File: src/rtl/onehot_leaf_dec.sv
module onehot_leaf_dec #(
  parameter int W = 3,
  localparam int N = 1 << W
) (
  input  logic         en,
  input  logic [W-1:0] sel,
  output logic [N-1:0] y
);

  for (genvar i = 0; i < N; i++) begin : g_line
    assign y[i] = en && (sel == W'(i));
  end

endmodule

File: src/rtl/onehot_tree_dec.sv
module onehot_tree_dec #(
  parameter int ROOT_W = 3,
  parameter int LEAF_W = 3,
  localparam int ADDR_W = ROOT_W + LEAF_W,
  localparam int OUT_W  = 1 << ADDR_W
) (
  input  logic              en,
  input  logic [ADDR_W-1:0] addr,
  output logic [OUT_W-1:0]  dec_out
);

  localparam int GROUPS = 1 << ROOT_W;
  localparam int LEAF_N = 1 << LEAF_W;

  logic [GROUPS-1:0] grp_en;

  onehot_leaf_dec #(.W(ROOT_W)) u_root (
    .en  (en),
    .sel (addr[ADDR_W-1:LEAF_W]),
    .y   (grp_en)
  );

  for (genvar g = 0; g < GROUPS; g++) begin : g_leaf
    onehot_leaf_dec #(.W(LEAF_W)) u_leaf (
      .en  (grp_en[g]),
      .sel (addr[LEAF_W-1:0]),
      .y   (dec_out[g*LEAF_N +: LEAF_N])
    );
  end

endmodule

File: config.mk
export PLATFORM = sky130hd
export DESIGN_NAME = onehot_tree_dec
export DESIGN_NICKNAME = d
export VERILOG_FILES = /design/src/rtl/onehot_leaf_dec.sv /design/src/rtl/onehot_tree_dec.sv
export SDC_FILE = /design/constraint.sdc
export NUM_CORES = 1
export LEC_CHECK = 0
export BUFFER_PORTS_ARGS = -buffer_cell sky130_fd_sc_hd__buf_4
export CAP_MARGIN = 20
export CORE_MARGIN = 2
export CORE_UTILIZATION = 41
export DETAILED_ROUTE_END_ITERATION = 10
export PLACE_DENSITY = 0.89
export SETUP_SLACK_MARGIN = 0.15
export SLEW_MARGIN = 30
export SYNTH_ARGS = -nofsm -noshare
export SYNTH_HDL_FRONTEND = slang
export SYNTH_HIERARCHICAL = 1
export SYNTH_SLANG_ARGS = --single-unit
File: constraint.sdc
create_clock -name vclk -period 1.1
set_clock_uncertainty 0.05 [all_clocks]
set_input_delay 0.165 -clock vclk [all_inputs]
set_output_delay 0.165 -clock vclk [all_outputs]
set_load 0.05 [all_outputs]
==> results.txt, run 1 <==
status -> aborted with a tool error
stage reached -> clock tree synthesis
Log Error -> [ERROR DPL-0038] Utilization greater than 100%, impossible to legalize
Synth area leaders -> and4bb_2 39%, and4b_2 35%, nor4b_2 16%, and4_2 10%
placed wire-length estimate -> 2.458 mm
Rows -> 16
area leader, netlist -> and4bb_2
Die X -> 49.99 µm
Distinct cells, synth -> 4
Die Ht -> 49.99 µm
post-synth net total -> 79
I/O pin cnt -> 71
Post-Syn Area -> 867.1 µm²
Syn Area/Cell -> 12.04 µm²
Synth Instances -> 72
Setup Buffers After CTS -> 1
# hold bufs at CTS -> 0
GP Congestion -> 0.6593
CTS-repair resized insts -> 130
DP Cell Count -> 188
Synth top area share -> 38.96%
top post-synthesis cells by count -> 27 x and4b_2, 27 x and4bb_2, 9 x and4_2, 9 x nor4b_2
Initial Utilization -> 43.75%
sequential fraction of the synthesis area -> 0%
port bufs -> 71
Syn. warnings -> 6
## per-stage QoR
stage	cell area, µm²	setup slack (ns)	setup TNS (ns)
3_5_place_dp	1789	-0.3790	-17.31
2_1_floorplan	1087	-0.2721	-2.375
3_3_place_gp	1789	-0.2843	-14.26
## logic make-up after synthesis
kind of cell and share of synthesized area [%]:
and+or+nand+nor 100.0
==> inputs of run 2 (changes only) <==
Settings changed: CORE_AREA from default to 2 2 63 65, CORE_MARGIN 2 to default, CORE_UTILIZATION 41 to default, DIE_AREA from default to 0 0 65 67, PLACE_DENSITY 0.89 to default, PLACE_DENSITY_LB_ADDON from default to 0.15, SETUP_SLACK_MARGIN 0.15 to default.
==> run 2 against run 1 <==
The flow now finishes, with violations (negative setup slack); synthesized cell count unchanged; area after synthesis unchanged.
==> results.txt, run 2 <==
DP Cell Count -> 205
FMAX -> 0.7536 GHz
FF+latch count -> 0
worst-margin pin slew -> 0.3370 ns
failing checks -> negative setup slack
Syn. warnings -> 6
Hold Path Origin -> addr[1]
GRT Total Usage -> 14.49%
Rows -> 22
first-pass iteration count of the detailed router -> 4
Initial Utilization -> 24.05%
vias in the first global route -> 1019
Setup Buffers After CTS -> 0
DR WL/cell -> 17.18 µm
1st-iter DRT viols -> 62
commonest non-fill, non-tap cell in the layout -> buf_8
fin crit period -> 1.327 ns
Leak -> 0.8957 nW
Sw Ratio -> 51.90%
area leader, netlist -> and4bb_2
placed wire-length estimate -> 1.894 mm
die area -> 4355 µm²
filler cell count -> 283
post-synth net total -> 79
first-pass GRT wire length -> 5.230 mm
Synth top area share -> 38.96%
CP required -> 0.88 ns
Post-Syn Area -> 867.1 µm²
register area -> 0 µm²
gr ovfl total -> 0
GP Congestion -> 0.6821
Worst slew margin -> 77.54%
Synth Instances -> 72
Final period util -> 120.6%
Die X -> 65 µm
max cap viols -> 0
sequential fraction of the synthesis area -> 0%
ANT cells -> 0
worst path arrival time -> 1.11 ns
fin worst setup slack -> -0.2270 ns
Distinct cells, synth -> 4
final slew viol count -> 0
sequential power share -> 0%
P_int -> 0.1941 mW
largest net degree at the start of global routing -> 65
vias -> 1120
Setup-failing EPs final -> 64
Routed Antenna Nets -> 0
clock share of power -> 0%
CP Class -> in2out
Max VDD drop -> 0.2627 mV
core box area -> 3606 µm²
startpoint types -> input port
area grow syn2layout -> 157.6%
drt total wl -> 3.539 mm
share of cells above drive strength 1 -> 100.0%
dpl ws -> -0.3065 ns
top post-synthesis cells by count -> 27 x and4b_2, 27 x and4bb_2, 9 x and4_2, 9 x nor4b_2
power share of the combinational group -> 100.0%
CP Max Fanout -> 8
clkbuf count -> 0
Final Non-Filler Cells -> 206
Hold Crit Depth -> 3
Worst Hold Class -> in2out
Via density -> 5.437
power per cell area -> 180.6 nW/µm²
port bufs -> 71
Die Ht -> 67 µm
Worst Hold End -> dec_out[32]
most frequent cells in the layout -> 36 x buf_8, 30 x buf_6, 21 x and4bb_4
CP endpoint kind -> output port
Syn Area/Cell -> 12.04 µm²
# DRC -> 0
RSZ-0062 raised after global routing -> yes
Synth area leaders -> and4bb_2 39%, and4b_2 35%, nor4b_2 16%, and4_2 10%
Final Hold Fails -> 0
I/O pin cnt -> 71
fin nets -> 167
Switching Power -> 0.2094 mW
initial antenna violation count -> 0
status -> finished with violations
## run 2: cell counts after synthesis
No cell type changed its count.
## run 2: power groups by stage
stage / combinational, mW / sequential, mW / clock [mW]
final: 0.403 / 0 / 0
after global routing: 0.427 / 0 / 0
after CTS: 0.377 / 0 / 0
after detailed placement: 0.334 / 0 / 0
after global placement: 0.323 / 0 / 0
after floorplan: 0.138 / 0 / 0
## run 2: how the worst max path moves through the flow
stage / startpoint / endpoint / slack [ns] / cells after the start
4_1_cts: addr[5] / dec_out[0] / -0.23 / 5
3_3_place_gp: addr[4] / dec_out[2] / -0.27 / 5
5_1_grt: addr[4] / dec_out[0] / -0.28 / 5
6_report: addr[4] / dec_out[0] / -0.23 / 5
2_1_floorplan: addr[4] / dec_out[0] / -0.27 / 2
3_5_place_dp: addr[1] / dec_out[16] / -0.31 / 4
## run 2: timing repair
item,4_1_cts,5_1_grt
setup endpoints to repair,64,64
gates cloned,0,1
pin swaps,4,10
resized for setup,119,6
hold buffers,0,0
endpoints found under the hold margin,0,0
## run 2: layout make-up
class / instances / area [µm²] / area share, %
multi-input cells: 72 / 1057 / 47.34
well taps: 48 / 60.06 / 2.689
repair buffers: 86 / 1116 / 49.97
## run 2: routing by layer
layer	up-vias	GRT usage, %	part of all wire [%]
met4	0	2.128	1.7
met2	42	26.29	51
met5	-	0	0
met3	4	1.858	5.6
li1	544	-	-
met1	530	18.50	42
## run 2: critical path, stage by stage
cell	delay [ns]
buf_12	0.11
nor4b_4	0.25
buf_4	0.18
nor4b_4	0.21
buf_6	0.19
## run 2: cells by family after synthesis
logic type,after synthesis,share of synthesized area [%]
simple gates,72,100.0
## run 2: metrics by stage
step / util, % / power, mW / TNS [ns] / cell area [µm²] / hold WS (ns)
after floorplan: - / 0.1380 / -2.364 / 1041 / 0.3467
after detailed placement: 48.23 / 0.3344 / -16.59 / 1739 / 0.9077
after global routing: 61.94 / 0.4266 / -12.23 / 2233 / 0.6653
after CTS: 60.37 / 0.3773 / -10.04 / 2177 / 0.7385
after global placement: 48.23 / 0.3231 / -14.96 / 1739 / 0.8945
final: 61.94 / 0.4035 / -10.06 / 2233 / 0.6471
No activity file was read; power rests on OpenSTA's default activity.
